[src/rtl/rdiv_pkg.sv]
package rdiv_pkg;

    typedef enum logic [2:0] {
        ST_IDLE,
        ST_LOAD,
        ST_SUBTRACT,
        ST_NOP,
        ST_SHIFT0,
        ST_SHIFT1
    } rdiv_state_e;

    typedef enum logic [2:0] {
        OP_HOLD,
        OP_CAPTURE,
        OP_LOAD,
        OP_SUB,
        OP_SHIFT0,
        OP_SHIFT1
    } rdiv_op_e;

    // Edges from the accepting edge until ready is high again.
    function automatic int unsigned rdiv_latency(input int unsigned width);
        return 2 * width + 3;
    endfunction

endpackage

[src/rtl/rdiv_iter_cnt.sv]
module rdiv_iter_cnt #(
    parameter int WIDTH = 4
) (
    input  logic clk,
    input  logic rst,
    input  logic clear,
    input  logic step,
    output logic last
);
    localparam int CW = $clog2(WIDTH + 2);

    logic [CW-1:0] cnt_q;

    always_ff @(posedge clk) begin
        if (rst) begin
            cnt_q <= '0;
        end else if (clear) begin
            cnt_q <= '0;
        end else if (step) begin
            cnt_q <= cnt_q + 1'b1;
        end
    end

    // The iteration with index WIDTH is the final one.
    assign last = (cnt_q == CW'(WIDTH));

endmodule

[src/rtl/rdiv_datapath.sv]
module rdiv_datapath
    import rdiv_pkg::*;
#(
    parameter int WIDTH = 4
) (
    input  logic             clk,
    input  logic             rst,
    input  rdiv_op_e         op,
    input  logic [WIDTH-1:0] num_in,
    input  logic [WIDTH-1:0] den_in,
    output logic [WIDTH-1:0] num_q,
    output logic [WIDTH-1:0] den_q,
    output logic [WIDTH-1:0] quot_q,
    output logic [WIDTH:0]   rem_q,
    output logic             fits
);
    localparam int RW = WIDTH + 1;

    logic [RW-1:0]    rem_d;
    logic [WIDTH-1:0] quot_d;
    logic [RW-1:0]    den_ext;
    logic [RW-1:0]    rem_shifted;

    assign den_ext     = {1'b0, den_q};
    assign rem_shifted = {rem_q[WIDTH-1:0], quot_q[WIDTH-1]};

    always_comb begin
        rem_d  = rem_q;
        quot_d = quot_q;
        unique case (op)
            OP_HOLD, OP_CAPTURE: begin
                rem_d  = rem_q;
                quot_d = quot_q;
            end
            OP_LOAD: begin
                rem_d  = '0;
                quot_d = num_q;
            end
            OP_SUB: begin
                rem_d = rem_q - den_ext;
            end
            OP_SHIFT0: begin
                rem_d  = rem_shifted;
                quot_d = {quot_q[WIDTH-2:0], 1'b0};
            end
            OP_SHIFT1: begin
                rem_d  = rem_shifted;
                quot_d = {quot_q[WIDTH-2:0], 1'b1};
            end
            default: begin
                rem_d  = rem_q;
                quot_d = quot_q;
            end
        endcase
    end

    // Compare the value the remainder register is about to take, so the
    // branch for the next iteration is chosen while LOAD or SHIFT is active.
    assign fits = (rem_d >= den_ext);

    always_ff @(posedge clk) begin
        if (rst) begin
            num_q  <= '0;
            den_q  <= '0;
            quot_q <= '0;
            rem_q  <= '0;
        end else begin
            if (op == OP_CAPTURE) begin
                num_q <= num_in;
                den_q <= den_in;
            end
            quot_q <= quot_d;
            rem_q  <= rem_d;
        end
    end

endmodule

[src/rtl/rdiv_ctrl.sv]
module rdiv_ctrl
    import rdiv_pkg::*;
(
    input  logic        clk,
    input  logic        rst,
    input  logic        start,
    input  logic        fits,
    input  logic        last,
    output rdiv_state_e state_q,
    output rdiv_op_e    op,
    output logic        cnt_clear,
    output logic        cnt_step,
    output logic        ready
);
    rdiv_state_e state_d;

    // State register.
    always_ff @(posedge clk) begin
        if (rst) begin
            state_q <= ST_IDLE;
        end else begin
            state_q <= state_d;
        end
    end

    // Next-state logic.
    always_comb begin
        state_d = state_q;
        unique case (state_q)
            ST_IDLE:     state_d = start ? ST_LOAD : ST_IDLE;
            ST_LOAD:     state_d = fits ? ST_SUBTRACT : ST_NOP;
            ST_SUBTRACT: state_d = ST_SHIFT1;
            ST_NOP:      state_d = ST_SHIFT0;
            ST_SHIFT0,
            ST_SHIFT1: begin
                if (last) begin
                    state_d = ST_IDLE;
                end else begin
                    state_d = fits ? ST_SUBTRACT : ST_NOP;
                end
            end
            default:     state_d = ST_IDLE;
        endcase
    end

    // Output logic.
    always_comb begin
        op        = OP_HOLD;
        cnt_clear = 1'b0;
        cnt_step  = 1'b0;
        ready     = 1'b0;
        unique case (state_q)
            ST_IDLE: begin
                ready = 1'b1;
                op    = start ? OP_CAPTURE : OP_HOLD;
            end
            ST_LOAD: begin
                op        = OP_LOAD;
                cnt_clear = 1'b1;
            end
            ST_SUBTRACT: op = OP_SUB;
            ST_NOP:      op = OP_HOLD;
            ST_SHIFT0: begin
                op       = OP_SHIFT0;
                cnt_step = 1'b1;
            end
            ST_SHIFT1: begin
                op       = OP_SHIFT1;
                cnt_step = 1'b1;
            end
            default:     op = OP_HOLD;
        endcase
    end

endmodule

[src/rtl/restoring_divider.sv]
module restoring_divider
    import rdiv_pkg::*;
#(
    parameter int WIDTH = 4
) (
    input  logic             clk,
    input  logic             rst,
    input  logic             start,
    input  logic [WIDTH-1:0] numer,
    input  logic [WIDTH-1:0] denom,
    output logic [WIDTH-1:0] quotient,
    output logic [WIDTH-1:0] remainder,
    output logic             ready
);
    rdiv_state_e      state_q;
    rdiv_op_e         op;
    logic             cnt_clear;
    logic             cnt_step;
    logic             last;
    logic             fits;
    logic [WIDTH-1:0] num_q;
    logic [WIDTH-1:0] den_q;
    logic [WIDTH-1:0] quot_q;
    logic [WIDTH:0]   rem_q;

    rdiv_ctrl u_ctrl (
        .clk       (clk),
        .rst       (rst),
        .start     (start),
        .fits      (fits),
        .last      (last),
        .state_q   (state_q),
        .op        (op),
        .cnt_clear (cnt_clear),
        .cnt_step  (cnt_step),
        .ready     (ready)
    );

    rdiv_iter_cnt #(.WIDTH(WIDTH)) u_cnt (
        .clk   (clk),
        .rst   (rst),
        .clear (cnt_clear),
        .step  (cnt_step),
        .last  (last)
    );

    rdiv_datapath #(.WIDTH(WIDTH)) u_dp (
        .clk    (clk),
        .rst    (rst),
        .op     (op),
        .num_in (numer),
        .den_in (denom),
        .num_q  (num_q),
        .den_q  (den_q),
        .quot_q (quot_q),
        .rem_q  (rem_q),
        .fits   (fits)
    );

    assign quotient  = quot_q;
    assign remainder = rem_q[WIDTH:1];

endmodule

[config.mk]
export PLATFORM = sky130hd
export DESIGN_NAME = restoring_divider
export DESIGN_NICKNAME = d
export VERILOG_FILES = /design/src/rtl/rdiv_pkg.sv /design/src/rtl/rdiv_iter_cnt.sv /design/src/rtl/rdiv_datapath.sv /design/src/rtl/rdiv_ctrl.sv /design/src/rtl/restoring_divider.sv
export SDC_FILE = /design/constraint.sdc
export NUM_CORES = 1
export LEC_CHECK = 0
export ABC_AREA = 1
export BUFFER_PORTS_ARGS = -buffer_cell sky130_fd_sc_hd__buf_4
export CAP_MARGIN = 30
export CORE_ASPECT_RATIO = 1.5
export CORE_MARGIN = 2
export CORE_UTILIZATION = 40
export DETAILED_ROUTE_END_ITERATION = 8
export PLACE_DENSITY = 0.56
export SETUP_SLACK_MARGIN = 0.05
export SYNTH_ARGS = -nofsm -noshare
export SYNTH_HDL_FRONTEND = slang
export SYNTH_SLANG_ARGS = --single-unit
[constraint.sdc]
create_clock -name clk -period 5 [get_ports clk]
set_input_delay 1 -clock clk [delete_from_list [all_inputs] [get_ports clk]]
set_output_delay 1 -clock clk [all_outputs]
set_load 0.005 [all_outputs]
==> results.toml, run 1 <==
[detailed_routing]
viasPerCell = 4.90
wire_per_inst_um = 11.5
drc_errors = 0
initialDrtViolationCount = 23
dr_total_vias = 1171
drt_pass1_iterations = 4
finalWirelength_um = 2760
postRouteAntennaNets = 0

[sta]
final_hold_viol_count = 0
worst_slack_ns = 2.49
finalCritPeriodShare_pct = 50.3
clock.fmax_mhz = 398
rsz0062_at_grt = "no"
post-route-min-period_ns = 2.51
tightest_slew_ns = 0.444
setup_violations = 0
hold-worst-slack_ns = 0.471
setup_tns_ns = 0
max_slew_margin_pct = 70.3
fin_skew_ns = 0.00390
drv_slew = 0

[critical_path]
path_class = "register to register"
cp_slowest_cell = "dfxtp_1"
start_kind = "register"
cp_common_cell = "nand2_1"
arrival_ns = 2.71
crit_family = "simple AND/OR/NAND/NOR gates"
end_kind = "register"
cp_cell_sequence = "inv_2 -> nand3_1 -> nand2_1 -> inv_1 -> ha_1 -> inv_1 -> nand4_2 -> o211ai_1 -> o21ai_0 -> ha_1 -> inv_1 -> nand2_1 -> nand2_1 -> nand2_1 -> nand2_1 -> nand2_1 -> a21oi_2 -> nand2_1 -> a21oi_2"
crit_path_max_fanout = 6
slowest_delay_ns = 0.36
crit_buf_inv = 4
cp.required_ns = 5.20

[yosys]
syn_area_mm2 = 0.00133
synth_common_cells = "nand2_1 (41), inv_1 (30), dfxtp_1 (23), a21oi_1 (18), ha_1 (12)"
yosysTopAreaCellShare_pct = 34.6
synth_cell_type_count = 28
synth-edff-count = 0
ys.flop_type = "dfxtp_1"
ys_seq_elements = 23
synth_top_cell_by_area = "dfxtp_1"
synth.most_common_cell = "nand2_1"
synthTopCellsByArea = "dfxtp_1 (35%), nand2_1 (12%), ha_1 (11%)"
synth_fp_nets = 207
yosysWarnings = 0
synthCells = 183
syn_avg_cell_area_um2 = 7.27
ys_seq_area_share_pct = 34.6
async_reset_ff_share_pct = 0

[pwr]
pwr-share-clk_pct = 14.3
power.leakage_nw = 0.710
total_power_w = 0.000784
power.switching_w = 0.000326
pwr-share-comb_pct = 51.3
power.share.switching_pct = 41.6
irDropWorstVdd_mv = 0.293
powerDensity_mw_per_mm2 = 517
p_int_w = 0.000458
p_seq_share_pct = 34.4

[clocking]
cts_tree = "yes"
ctsHoldBuffers = 0
cts.clk_slew.worst_paths_ns = 0.08
numClockSinks = 23
clock_tree.root_cell = "clkbuf_8"
h-tree-depth = 1
postCtsSetupBuffers = 0
clk_path_buf_depth = 2
clkLatencyLatePin_ns = 0.26
cts.repair.resized = 0
cts_buffers = 3

[floorplanning]
die_height_um = 74.6
core_mm2 = 0.00316
ios = 20
die_w_um = 51.1
die_area_mm2 = 0.00381
initial_core_util_pct = 42.1
rows = 25

[cells_and_area]
final_nets = 224
layout-drive-gt1-share_pct = 15.1
n_antenna_cell = 0
syn_to_final_growth_pct = 14.1
design_area_mm2 = 0.00152
nFillCells = 324
seq_area_um2 = 460
multi_input_area_um2 = 694

[placement]
io_buffer_count = 19
dpl_cell_area_mm2 = 0.00147
dp_hpwl_um = 2160
dp_slack_ns = 2.52
place_congestion = 0.865

[grt]
use_met2_pct = 30.7
grt_start_max_net_pins = 14
busiest_layer = "met2"
first_global_vias = 1132
grt_pass1_wl_um = 4690
track_usage_pct = 16.3
antenna_found_initial = 0
gr-total-overflow = 0
grtUsageMet1_pct = 17.2
gr-usage-met3_pct = 1.79

[run_status]
status = "complete, no violations"

[min_path]
hp-class = "register to register"

[flow_run]
cap_violations = 0
-- stage by stage --
| stage | cells | utilization (%) |
|---|---|---|
| finish | 239 | 48.0 |
| floorplan | 183 | - |
| global route | 239 | 48.0 |
| global placement | 235 | 46.6 |
| CTS | 239 | 48.0 |
| detailed placement | 235 | 46.6 |
-- cells in the final DEF, fill, tap and decap left out, types with 2 or more instances in the layout --
master / count
inv_1: 30
ha_1: 12
a31oi_1: 3
o21ai_0: 11
a21oi_2: 2
nand4_1: 2
nand2_1: 41
nor2_1: 11
a21oi_1: 18
nand3_1: 9
nand2_4: 2
dfxtp_1: 23
clkbuf_8: 3
buf_4: 19
-- path summary, 6_finish.rpt --
| check | to | from | cells past startpoint | slack, ns |
|---|---|---|---|---|
| worst min register to register | u_dp.num_q[3] | u_dp.num_q[3] | 2 | 0.47 |
| worst max register to register | u_ctrl.state_q[0] | u_ctrl.state_q[1] | 19 | 2.49 |
| worst min-delay path | u_dp.num_q[3] | u_dp.num_q[3] | 2 | 0.47 |
| worst max-delay path | u_ctrl.state_q[0] | u_ctrl.state_q[1] | 19 | 2.49 |
-- cell families (layout without fill, tap and decap cells) --
family	after synthesis	after routing	share of synthesized area, %
AO/OA/AOI/OAI	38	38	15.8
XOR/XNOR	1	1	0.659
adder cells (fa/ha/maj)	13	13	12.8
AND/OR/NAND/NOR	69	69	23.0
flip-flops	23	23	34.6
buffers and inverters	39	55	13.2
-- layer usage --
layer	share of wire (%)	wire [um]
met1	43	1180
met2	53	1460
met3	2.6	71
met4	1.6	45
met5	0	0
-- registers in the layout (all words and copies together) (netlist names) --
register / flops
u_cnt.cnt_q: 3
u_dp.rem_q: 5
u_dp.den_q: 4
u_dp.num_q: 4
u_ctrl.state_q: 3
u_dp.quot_q: 4
-- tightest hold or removal path: cells and delay by family, from the launching register on --
kind,cells,cell delay [ns]
compound gates,1,0.05
simple gates,1,0.06
flops,1,0.32
-- area by class of cell --
class                      instances  share of cell area [%]
clock buffer                       4                    2.97
inverter                          32                    8.24
multi-input combinational        121                    45.8
sequential                        23                    30.3
tap                               40                    3.30
timing repair buffer              19                    9.40
-- power by group through the flow --
stage,Sequential [W],Combinational [W],Clock (W)
after floorplan,0.000263,0.000320,0
after global placement,0.000274,0.000403,0
after detailed placement,0.000274,0.000405,0
after CTS,0.000270,0.000408,0.000119
after global routing,0.000276,0.000463,0.000125
final,0.000270,0.000402,0.000112
Note: power is estimated with default switching activity, not from simulation.
==> run 2: changes to the inputs <==
Settings changed: ABC_AREA 1 to 0, PLACE_DENSITY 0.56 to 0.59.
Clock period 5 ns to 2.3 ns, I/O delays scaled along.
==> run 2 against run 1 <==
Cell area increased by 13%. Wire length increased by 15%. The flow now finishes with violations (setup timing). Clock power increased by 120%. Register-to-register slack got worse by 2.8 ns. Worst setup slack got worse by 2.8 ns. Largest power group unchanged. Flip-flop and latch count is the same. Via count increased by 7.3%. Highest routed layer unchanged.
==> results.toml, run 2 <==
[sta]
final_hold_viol_count = 0
fin_skew_ns = 0.00292
worst_slack_ns = -0.270
max_slew_margin_pct = 72.0
rsz0062_at_grt = "yes"
tightest_slew_ns = 0.415
clock.fmax_mhz = 389
finalCritPeriodShare_pct = 112
post-route-min-period_ns = 2.57
drv_slew = 0
setup_violations = 1
setup_tns_ns = -0.270
hold-worst-slack_ns = 0.443

[grt]
first_global_vias = 1232
track_usage_pct = 18.2
antenna_found_initial = 0
grt_pass1_wl_um = 5320
grt_start_max_net_pins = 24
gr-total-overflow = 0

[detailed_routing]
postRouteAntennaNets = 0
viasPerCell = 5.35
m1WireLength_um = 1250
wl_met3_um = 101
initialDrtViolationCount = 20
highest_layer = "met4"
finalWirelength_um = 3170
met2_wirelength_um = 1730
wire_per_inst_um = 13.5
drc_errors = 0
drt_pass1_iterations = 4
dr_total_vias = 1257

[cells_and_area]
mostFrequentLayoutCells = "buf_4 (40), dfxtp_1 (21), nand2_1 (18), inv_1 (15), a21oi_1 (15)"
nFillCells = 297
syn_to_final_growth_pct = 29.9
multi_input_area_um2 = 782
regMostFlops = "u_dp.rem_q"
final_common_cell = "buf_4"
largest_register_ff_count = 5
final_nets = 220
n_antenna_cell = 0
seq_area_um2 = 463
layout-drive-gt1-share_pct = 28.7
fin_util_pct = 54.4

[yosys]
synth_top_cell_by_area = "dfxtp_1"
synthTopCellsByArea = "dfxtp_1 (35%), ha_1 (11%), a21oi_1 (5.7%)"
yosysTopAreaCellShare_pct = 34.8
synth_cell_type_count = 33
synth.most_common_cell = "dfxtp_1"
syn_avg_cell_area_um2 = 8.27
synth_common_cells = "dfxtp_1 (23), nand2_1 (18), a21oi_1 (15), inv_1 (15)"
ys_seq_elements = 23
yosysWarnings = 0
async_reset_ff_share_pct = 0
synthCells = 160
syn_area_mm2 = 0.00132
ys.flop_type = "dfxtp_1"
ys_seq_area_share_pct = 34.8
synth-edff-count = 0
synth_fp_nets = 184

[critical_path]
cp.required_ns = 2.46
startpoint = "u_ctrl.state_q[0]"
end_kind = "register"
crit_path_max_fanout = 4
arrival_ns = 2.73
start_kind = "register"
path_class = "register to register"
timing.rr.start = "u_ctrl.state_q[0]"

[pwr]
pwr-share-comb_pct = 57.9
power.switching_w = 0.000714
p_seq_share_pct = 29.1
irDropWorstVdd_mv = 0.876
p_int_w = 0.00119
power.leakage_nw = 0.735
power.share.switching_pct = 37.6
pwr-share-clk_pct = 13.0
powerDensity_mw_per_mm2 = 1100

[clocking]
numClockSinks = 23
ctsHoldBuffers = 0
h-tree-depth = 1
cts_tree = "yes"
clock_tree.root_cell = "clkbuf_8"
cts.clk_slew.worst_paths_ns = 0.08
clk_path_buf_depth = 2
cts_buffers = 3
clkLatencyLatePin_ns = 0.26

[floorplanning]
ios = 20
die_w_um = 51.0
die_height_um = 74.5
die_area_mm2 = 0.00379
initial_core_util_pct = 41.9
core_mm2 = 0.00316
rows = 25

[run_status]
violations = "setup timing"
status = "complete, but fails checks"

[placement]
dp_hpwl_um = 2320
place_congestion = 0.857
io_buffer_count = 19

[min_path]
hp-class = "input port to register"
hp-start = "numer[1]"

[flow_run]
cap_violations = 0
[run 2: logic make-up (layout without fill, tap and decap cells)]
logic type	count (synthesis)	after routing	synth area share, %
adder cells (fa/ha/maj)	13	13	12.9
multiplexers	1	1	0.851
XOR/XNOR	1	1	0.662
flip-flops	23	23	34.8
buffers and inverters	26	61	8.88
AO/OA/AOI/OAI	42	42	21.5
AND/OR/NAND/NOR	54	54	20.4
[run 2: final cells by class]
type,count,share of cell area (%)
well taps,40,2.91
inverters,15,3.28
flip-flops and latches,23,26.9
multi-input cells,111,45.5
clock buffers,4,2.62
repair buffers,42,18.8
[run 2: power by group through the flow]
stage / registers (W) / logic (W) / clock network (W)
finish: 0.000553 / 0.00110 / 0.000246
global route: 0.000565 / 0.00124 / 0.000269
CTS: 0.000548 / 0.00122 / 0.000255
detailed placement: 0.000556 / 0.000942 / 0
global placement: 0.000555 / 0.000911 / 0
floorplan: 0.000552 / 0.000580 / 0
[run 2: final timing paths]
path | to | slack (ns) | depth (start not counted)
setup / recovery | u_ctrl.state_q[0] | -0.27 | 11
hold / removal | u_dp.num_q[1] | 0.44 | 3
setup reg to reg | u_ctrl.state_q[0] | -0.27 | 11
hold reg to reg | u_dp.num_q[1] | 0.46 | 2
[run 2: through the flow]
| step | setup WS (ns) | area, um2 | cells | power (W) |
|---|---|---|---|---|
| 5_1_grt | -0.422 | 1720 | 235 | 0.00207 |
| 6_report | -0.270 | 1720 | 235 | 0.00190 |
| 2_1_floorplan | -0.237 | 1340 | 160 | 0.00113 |
| 3_5_place_dp | -0.340 | 1610 | 227 | 0.00150 |
| 4_1_cts | -0.312 | 1750 | 239 | 0.00202 |
| 3_3_place_gp | -0.242 | 1610 | 227 | 0.00147 |
[run 2: critical path, stage by stage, from the launching register on]
cell and delay (ns):
dfxtp_2 0.37, xor2_2 0.14, nand2b_1 0.10, ha_2 0.19, or4b_4 0.51, o211ai_1 0.18, o21ai_1 0.12, ha_1 0.28
nand2b_4 0.14, a211oi_2 0.16, o21ai_1 0.08, o32ai_1 0.22
[run 2: per-layer routing]
layer,track usage [%],vias up
li1,-,626
met1,19.6,598
met2,34.8,26
met3,3.21,7
met4,6.91,0
met5,0,-
[run 2: repair_timing]
action                     4_1_cts  5_1_grt
setup buffers                    8        0
setup endpoints to repair        1        3
resized for setup               10        3
pin swaps                        4        2
